<file path="config.mk">
export PLATFORM = sky130hd
export DESIGN_NAME = crb_regblock
export DESIGN_NICKNAME = d
export VERILOG_FILES = /design/src/rtl/crb_pkg.sv /design/src/rtl/crb_ifid.sv /design/src/rtl/crb_ctrl.sv /design/src/rtl/crb_buffer.sv /design/src/rtl/crb_regblock.sv
export SDC_FILE = /design/constraint.sdc
export NUM_CORES = 1
export LEC_CHECK = 0
export ABC_AREA = 1
export BUFFER_PORTS_ARGS = -buffer_cell sky130_fd_sc_hd__clkbuf_2
export CAP_MARGIN = 10
export CORE_ASPECT_RATIO = 1.25
export CORE_UTILIZATION = 45
export DETAILED_ROUTE_END_ITERATION = 8
export PLACE_DENSITY = 0.59
export SYNTH_ARGS = -nofsm -noshare
export SYNTH_HDL_FRONTEND = slang
export SYNTH_SLANG_ARGS = --single-unit
</file>
<file path="constraint.sdc">
create_clock -name clk -period 7.5 [get_ports clk]
set_input_delay 0.75 -clock clk [delete_from_list [all_inputs] [get_ports clk]]
set_output_delay 0.75 -clock clk [all_outputs]
set_load 0.005 [all_outputs]
</file>
<file path="src/rtl/crb_pkg.sv">
package crb_pkg;
  localparam logic [11:0] OFF_IFID  = 12'h030;
  localparam logic [11:0] OFF_REQ   = 12'h040;
  localparam logic [11:0] OFF_STS   = 12'h044;
  localparam logic [11:0] OFF_START = 12'h04C;
  localparam logic [11:0] OFF_CSIZE = 12'h058;
  localparam logic [11:0] OFF_CLO   = 12'h05C;
  localparam logic [11:0] OFF_CHI   = 12'h060;
  localparam logic [11:0] OFF_RSIZE = 12'h064;
  localparam logic [11:0] OFF_RADDR = 12'h068;
  localparam logic [11:0] OFF_BUF   = 12'h080;

  localparam int IFID_SEL_BIT  = 17;
  localparam int IFID_LOCK_BIT = 19;
  localparam int IFID_CAP_BIT  = 14;

  function automatic logic [31:0] buf_size_bytes(input int unsigned words);
    return 32'(words * 4);
  endfunction

  function automatic logic [31:0] buf_location(input logic [31:0] base);
    return base + {20'd0, OFF_BUF};
  endfunction

  function automatic logic [31:0] ifid_word(input logic sel, input logic lock);
    logic [31:0] w;
    w = '0;
    w[3:0] = sel ? 4'h1 : 4'h0;
    w[IFID_CAP_BIT] = 1'b1;
    w[IFID_SEL_BIT] = sel;
    w[IFID_LOCK_BIT] = lock;
    return w;
  endfunction
endpackage

</file>
<file path="src/rtl/crb_ifid.sv">
module crb_ifid (
  input  logic clk,
  input  logic rst_n,
  input  logic id_wr,
  input  logic wr_sel,
  input  logic wr_lock,
  output logic sel_o,
  output logic lock_o
);
  logic sel_q, lock_q;
  logic upd_ok;
  assign upd_ok = id_wr && !lock_q;

  always_ff @(posedge clk) begin
    if (!rst_n) begin
      sel_q  <= 1'b0;
      lock_q <= 1'b0;
    end else if (upd_ok) begin
      if (wr_lock) lock_q <= 1'b1;
      else         sel_q  <= wr_sel;
    end
  end

  assign sel_o  = sel_q;
  assign lock_o = lock_q;

  assert_lock_freezes_R3: assert property (@(posedge clk) disable iff (!rst_n)
    lock_q |=> ($stable(sel_q) && lock_q));
endmodule

</file>
<file path="src/rtl/crb_ctrl.sv">
module crb_ctrl (
  input  logic clk,
  input  logic rst_n,
  input  logic req_wr,
  input  logic start_wr,
  input  logic be_done_i,
  input  logic be_err_i,
  output logic req_o,
  output logic start_o,
  output logic err_o,
  output logic be_start_o
);
  logic req_q, start_q, err_q, pulse_q;
  logic launch, finish;

  assign launch = start_wr && !start_q;
  assign finish = start_q && (be_done_i || be_err_i);

  always_ff @(posedge clk) begin
    if (!rst_n) begin
      req_q   <= 1'b0;
      start_q <= 1'b0;
      err_q   <= 1'b0;
      pulse_q <= 1'b0;
    end else begin
      req_q   <= req_wr;
      pulse_q <= launch;
      if (launch) begin
        start_q <= 1'b1;
        err_q   <= 1'b0;
      end else if (finish) begin
        start_q <= 1'b0;
        err_q   <= be_err_i;
      end
    end
  end

  assign req_o      = req_q;
  assign start_o    = start_q;
  assign err_o      = err_q;
  assign be_start_o = pulse_q;

  assert_ready_selfclear_R4: assert property (@(posedge clk) disable iff (!rst_n)
    (req_q && !req_wr) |=> !req_q);
  assert_start_pulse_R5: assert property (@(posedge clk) disable iff (!rst_n)
    pulse_q |-> (start_q && !$past(start_q)));
  assert_start_ends_on_reply_R7: assert property (@(posedge clk) disable iff (!rst_n)
    $fell(start_q) |-> $past(be_done_i || be_err_i));
  assert_err_from_backend_R6: assert property (@(posedge clk) disable iff (!rst_n)
    $rose(err_q) |-> $past(be_err_i && start_q));
endmodule

</file>
<file path="src/rtl/crb_buffer.sv">
module crb_buffer #(
  parameter int WORDS = 16,
  localparam int IDX_W = (WORDS > 1) ? $clog2(WORDS) : 1
) (
  input  logic             clk,
  input  logic             we,
  input  logic [IDX_W-1:0] widx,
  input  logic [31:0]      wdata,
  input  logic [IDX_W-1:0] ridx,
  output logic [31:0]      rdata
);
  logic [31:0] mem [WORDS];

  for (genvar g = 0; g < WORDS; g++) begin : g_word
    always_ff @(posedge clk) begin
      if (we && (widx == IDX_W'(g))) mem[g] <= wdata;
    end
  end

  assign rdata = (int'(ridx) < WORDS) ? mem[ridx] : 32'd0;
endmodule

</file>
<file path="src/rtl/crb_regblock.sv">
module crb_regblock #(
  parameter logic [31:0] BASE_ADDR = 32'hFED4_0000,
  parameter int          BUF_WORDS = 16,
  parameter int          LOC_W     = 3,
  localparam int ADDR_W = LOC_W + 12,
  localparam int IDX_W  = (BUF_WORDS > 1) ? $clog2(BUF_WORDS) : 1
) (
  input  logic              clk,
  input  logic              rst_n,
  input  logic              bus_wr,
  input  logic [ADDR_W-1:0] bus_addr,
  input  logic [31:0]       bus_wdata,
  output logic [31:0]       bus_rdata,
  output logic              be_start,
  input  logic              be_done,
  input  logic              be_err
);
  import crb_pkg::*;

  localparam int BUF_END = int'(OFF_BUF) + 4 * BUF_WORDS;

  logic        loc0;
  logic [11:0] off;
  logic [11:0] boff;
  logic        buf_hit;
  logic        wr_ok;
  logic [IDX_W-1:0] bidx;
  logic [31:0] buf_rd;
  logic sel, lock, req, start, err;

  assign loc0    = (bus_addr[ADDR_W-1:12] == '0);
  assign off     = {bus_addr[11:2], 2'b00};
  assign boff    = off - OFF_BUF;
  assign buf_hit = (off >= OFF_BUF) && (int'(off) < BUF_END);
  assign bidx    = boff[IDX_W+1:2];
  assign wr_ok   = bus_wr && loc0;

  crb_ifid u_ifid (
    .clk(clk), .rst_n(rst_n),
    .id_wr(wr_ok && off == OFF_IFID),
    .wr_sel(bus_wdata[IFID_SEL_BIT]),
    .wr_lock(bus_wdata[IFID_LOCK_BIT]),
    .sel_o(sel), .lock_o(lock)
  );

  crb_ctrl u_ctrl (
    .clk(clk), .rst_n(rst_n),
    .req_wr(wr_ok && off == OFF_REQ && bus_wdata[0]),
    .start_wr(wr_ok && off == OFF_START && bus_wdata[0]),
    .be_done_i(be_done), .be_err_i(be_err),
    .req_o(req), .start_o(start), .err_o(err),
    .be_start_o(be_start)
  );

  crb_buffer #(.WORDS(BUF_WORDS)) u_buf (
    .clk(clk),
    .we(wr_ok && buf_hit),
    .widx(bidx),
    .wdata(bus_wdata),
    .ridx(bidx),
    .rdata(buf_rd)
  );

  always_comb begin
    bus_rdata = 32'd0;
    if (loc0) begin
      if (buf_hit) bus_rdata = buf_rd;
      else begin
        case (off)
          OFF_IFID:  bus_rdata = ifid_word(sel, lock);
          OFF_REQ:   bus_rdata = {31'd0, req};
          OFF_STS:   bus_rdata = {31'd0, err};
          OFF_START: bus_rdata = {31'd0, start};
          OFF_CSIZE, OFF_RSIZE: bus_rdata = buf_size_bytes(BUF_WORDS);
          OFF_CLO, OFF_RADDR:   bus_rdata = buf_location(BASE_ADDR);
          default:   bus_rdata = 32'd0;
        endcase
      end
    end
  end

  assert_other_loc_silent_R11: assert property (@(posedge clk) disable iff (!rst_n)
    !loc0 |-> (bus_rdata == 32'd0));
  assert_cmd_high_zero_R8: assert property (@(posedge clk) disable iff (!rst_n)
    (loc0 && off == OFF_CHI) |-> (bus_rdata == 32'd0));
endmodule

</file>
# Word-level counts from Yosys, hierarchy flattened
# Memories as Yosys holds them, arrays and structs flattened.
# Index checks and enable logic that the tools add are counted.
# W data, S select, Z words.
# op_classes
order_cmp	2
reduce_logical	53
eq_ne	23
muxes	83
bitwise	2
n_addsub	1
# op_table
operator	count
$mux W32	17
$reduce_or A32 Y1	15
$pmux W32 S6	1
$eq A10 B5 Y1 const B	7
$mux W4	15
$mux W1	50
$eq A4 B4 Y1 const B	8
$logic_and A1 B1 Y1	27
$eq A4 B3 Y1 const B	4
$ge A12 B8 Y1 const B	1
$lt A12 B8 Y1 const B	1
$eq A10 B4 Y1 const B	1
$eq A4 B2 Y1 const B	2
$reduce_or A2 Y1	3
$sub A6 B1 Y6 const B	1
$eq A4 B1 Y1 const B	1
$logic_not A4 Y1	1
$reduce_and A2 Y1	2
$logic_not A3 Y1	1
$logic_not A1 Y1	2
$not A1 Y1	2
$reduce_bool A2 Y1	1
$logic_or A1 B1 Y1	1
# totals
mem_count	1
register_bits	6
word_cells	171
out_inout_bits	33
ram_bits	512
# mem_list
name	words	width	rd	rd_clocked_by_memory_dff	write_ports	line_no	text
u_buf.mem	16	32	1	0	1	crb_buffer.sv:12	logic [31:0] mem [WORDS];

# Longest topological paths before layout
# logic_depth
depth_word	22
mapped_depth	13
ltp_nobuf	10

# Cells and area by module
# From an unflattened synthesis, not the netlist that was laid out.
# hier_totals
cells_unflattened	2244
hier_area_um2	22910.7
# by_module_without_submodules
module	cells_each	seq_area_each_um2	n_inst	area_each_um2
crb_buffer	2090	15374.7	1	22098.7
crb_regblock	126	0.0	1	579.3
crb_ctrl	18	80.1	1	143.9
crb_ifid	10	40.0	1	88.8

# Worst setup path after synthesis
# OpenSTA, ideal clock, no wires.
# synth_path
path_kind	input-to-reg
startpoint	in bus_addr[4]
endpoint	mem u_buf.mem[7][0] (enable)
n_path_buf	1
cell_stages	5
t_arrival_ns	3.693
slack_ns	3.346
path_cell_list	inv_1 > nor2_1 > clkbuf_1 > inv_1 > nor3_1
# synth_via
elab_chain_len	22
word_cells_on_any_way	114
cone_classes	1 x add/sub; 2 x order compare; 15 x eq/ne; 62 x mux; 34 x reduce/logical
# synth_rtl
item	line_no	text
start: declaration	crb_regblock.sv:11	input logic [ADDR_W-1:0] bus_addr,
$ge A12 B8 Y1 / $lt A12 B8 Y1 (equally long branches)	crb_regblock.sv:34	assign buf_hit = (off >= OFF_BUF) && (int'(off) < BUF_END);
$logic_and A1 B1 Y1	crb_regblock.sv:34	
$logic_and A1 B1 Y1	crb_regblock.sv:57	.we(wr_ok && buf_hit),
$logic_and A1 B1 Y1	crb_buffer.sv:16	if (we && (widx == IDX_W'(g))) mem[g] <= wdata;
$mux W1	crb_buffer.sv:16	
$mux W1 (not written as such)	crb_buffer.sv:16	
$reduce_or A32 Y1 (no line)	--	
$mux W4 (no line) / $mux W1 (equally long branches) (15 in a row)	--	
end: declaration	crb_buffer.sv:12	
# Parallel ways exist; a longest one is shown, timed or not.

# Worst setup path after layout
# layout_path
startpoint	in bus_addr[3]
endpoint	out bus_rdata[11]
# layout_via
elab_chain_len	4
word_cells_on_any_way	7
cone_classes	1 x add/sub; 2 x order compare; 2 x mux; 1 x reduce/logical; 1 x memory
# layout_rtl
item	line_no	text
$sub A6 B1 Y6, or another cell as far along	crb_regblock.sv:33	assign boff = off - OFF_BUF;
$mem_v2 Z16 W32 / $logic_and A1 B1 Y1 (equally long branches)	--	
$mux W32 *	crb_regblock.sv:67	if (buf_hit) bus_rdata = buf_rd;
$mux W32 *	crb_regblock.sv:66	if (loc0) begin
end: declaration	crb_regblock.sv:13	output logic [31:0] bus_rdata,
# Mark *: on every way between the ends. The rest lies on a longest branch, timed or not.

==> impl_metrics.ini <==
[setup_path]
max_stage_delay_ns = 0.86
rr_worst_depth = 2
end_kind = output port
path_cells = buf_2, buf_4, inv_2, nand2_2, buf_4, o22ai_1, o21ai_1, nand3_1, nor2_1, clkbuf_2
crit_family = buffers and inverters
r2r_slack_ns = 6.53
critPathMaxFanout = 42
path_buf_inv = 5
cp_data_arrival_time_ns = 3.79
crit_top_cell = buf_4
crit_path_start_kind = input port
cpMaxStageDelayCell = nand2_2
r2r_end = u_ctrl.be_start_o
reg2reg_from = u_ctrl.start_o
critPathKind = input port to output port
critical_path_required_ns = 6.75

[cts]
cts_hold_repair.buffers = 0
numCtsBuffers = 50
post_cts_buffers = 0
cts_buffer_depth = 3
cts_num_sinks = 518
cts_resized = 0
cts-htree-levels = 2
tritoncts = done
cts-root-buf = clkbuf_16
clock_latency_ns = 0.58
clkTransAtPathRegs_ns = 0.06

[synth]
yosysWarnings = 0
synth_common_cells = 659 x nand2_1, 512 x edfxtp_1, 229 x inv_1
ys_async_sr_fraction_pct = 0
syn_area_per_cell_sq_um = 11.2
yosys.area.top_type = edfxtp_1
synth.most_common_cell = nand2_1
synth_cell_types = 32
synth_area_leaders = edfxtp_1 72%, nand2_1 12%, inv_1 4.0%
yosysSeqAreaShare_pct = 72.8
synth_ff_type = edfxtp_1
synth_fp_nets = 1955
synth_edf_count = 512
synth.cell_area_sq_mm = 0.0213
syn-instance-count = 1903
yosys_register_bits = 518
synth_top_area_share_pct = 72.2

[timing]
whs_ns = 0.439
timing.final.crit_share_pct = 60.5
slew_headroom_pct = 28.3
maxSlewViolCount = 0
fin_worst_skew_ns = 0.00188
setup_ws_ns = 2.96
min_period_ns = 4.54
finalSetupTns_ns = 0
setup_viol = 0
rsz0062_at_grt = no
worstMarginPinSlew_ns = 1.07
maxClockFrequency_mhz = 220
hold_violations = 0

[power_and_ir_drop]
power.density_mw_per_mm2 = 242
cellLeakagePower_nw = 9.61
ir_drop_v = 0.000207

[route]
antenna_left = 0
via_per_inst = 5.11
first_iter_violations = 963
drc = 0
totalWireLength_um = 52000
drt_pass1_iterations = 7
num_vias = 13600
wl_per_cell_um = 19.6

[floorplan]
io_pins = 85
die_h_um = 245
die_w_um = 197
start_util_pct = 45.8
die-area_sq_mm = 0.0482
coreArea_sq_mm = 0.0465
rows = 88

[finish]
area_delta_synth_final_pct = 12.6
final_cell_area_sq_mm = 0.0240
antenna_cells = 0
drive_gt1_share_pct = 10.2
finalNetCount = 2039

[placed_design]
hpwl_um = 26400
port-buffer-count = 82
place_ws_ns = 2.89
dpl-instance-area_sq_mm = 0.0225
gp_congestion = 0.731

[run_status]
outcome = finished clean

[global_route]
track_usage_pct = 22.0
antenna_found_initial = 0
grt_max_degree = 87
global_route.overflow_total = 0
grt_pass1_wl_um = 78200
grt_pass1_vias = 13100

[hold_path]
hold_start = be_done
hp-class = input port to register
hold_path_end = u_ctrl.start_o
worst_hold_path.num_cells = 4

[run]
maxCapViolCount = 0
-- cells in the final DEF, fill, tap and decap left out --
cell	count
clkinv_1	16
nor4_1	1
nor2_1	169
inv_4	1
inv_6	1
or2_2	1
nor2_8	1
nor3_1	2
a21boi_0	1
o22ai_1	91
nand2_1	658
bufinv_16	2
nor2_4	15
a21oi_1	2
dfxtp_1	6
clkbuf_2	80
edfxtp_1	512
a21oi_2	1
o21bai_1	1
clkbuf_16	51
nor2_2	1
o221ai_1	15
inv_1	229
inv_16	1
nand3_1	26
nor3_2	5
clkinv_2	5
buf_4	35
inv_2	2
clkbuf_1	13
a22o_1	1
o21ai_0	50
nand2_2	4
nand4_1	7
buf_2	1
o21ai_1	14
and2_1	1
a31oi_1	1
nand3b_1	1
-- how the worst max path moves through the flow --
| stage | start | end | slack, ns | cells past startpoint |
|---|---|---|---|---|
| 2_1_floorplan | bus_addr[4] | u_buf.mem[7][0] | 3.35 | 5 |
| 3_3_place_gp | bus_addr[3] | bus_rdata[11] | 2.86 | 10 |
| 3_5_place_dp | bus_addr[3] | bus_rdata[11] | 2.89 | 10 |
| 4_1_cts | bus_addr[3] | bus_rdata[11] | 2.87 | 10 |
| 5_1_grt | bus_addr[3] | bus_rdata[11] | 2.70 | 10 |
| 6_report | bus_addr[3] | bus_rdata[11] | 2.96 | 10 |
-- metal layers --
layer,global-route usage [%],wire (um),vias up,part of all wire (%)
met1,27.7,21500,6627,41
met5,0,0,-,0
met2,39.1,26700,368,51
met3,2.78,2430,79,4.7
li1,-,-,6495,-
met4,7.03,1390,0,2.7
-- state kept, by name (all words and copies together), names as in the netlist --
signal             cells
u_buf.mem            512
u_ctrl.req_o           1
u_ctrl.err_o           1
u_ctrl.be_start_o      1
u_ifid.sel_o           1
u_ifid.lock_o          1
u_ctrl.start_o         1
-- tightest hold or removal path, stage by stage --
cell	delay, ns
clkbuf_2	0.09
nor2_1	0.04
nand3_1	0.05
nand2_1	0.05
-- through the flow --
stage	std cells	utilization, %	power (mW)
2_1_floorplan	1903	-	3.39
3_3_place_gp	2565	48.4	3.50
3_5_place_dp	2565	48.4	3.50
4_1_cts	2654	51.6	5.83
5_1_grt	2654	51.6	5.96
6_report	2654	51.6	5.79
-- power by group --
group / internal, mW / switching (mW) / total, mW
clock network: 1.31 / 1.04 / 2.36
registers: 3.18 / 0.0000643 / 3.18
logic: 0.0656 / 0.192 / 0.258
-- area by class of cell --
type,instances,area [sq um]
tap,630,788
multi-input combinational,1069,4650
clock inverter,25,174
timing repair buffer,116,668
sequential,518,15500
fill,4133,22500
clock buffer,64,1330
inverter,232,873
-- cell families after synthesis --
group | Yosys count | share of synthesized area [%]
AO/OA/AOI/OAI | 177 | 5.02
flip-flops | 518 | 72.8
buffers and inverters | 316 | 6.02
AND/OR/NAND/NOR | 892 | 16.2
No activity file was read; power rests on OpenSTA's default activity.
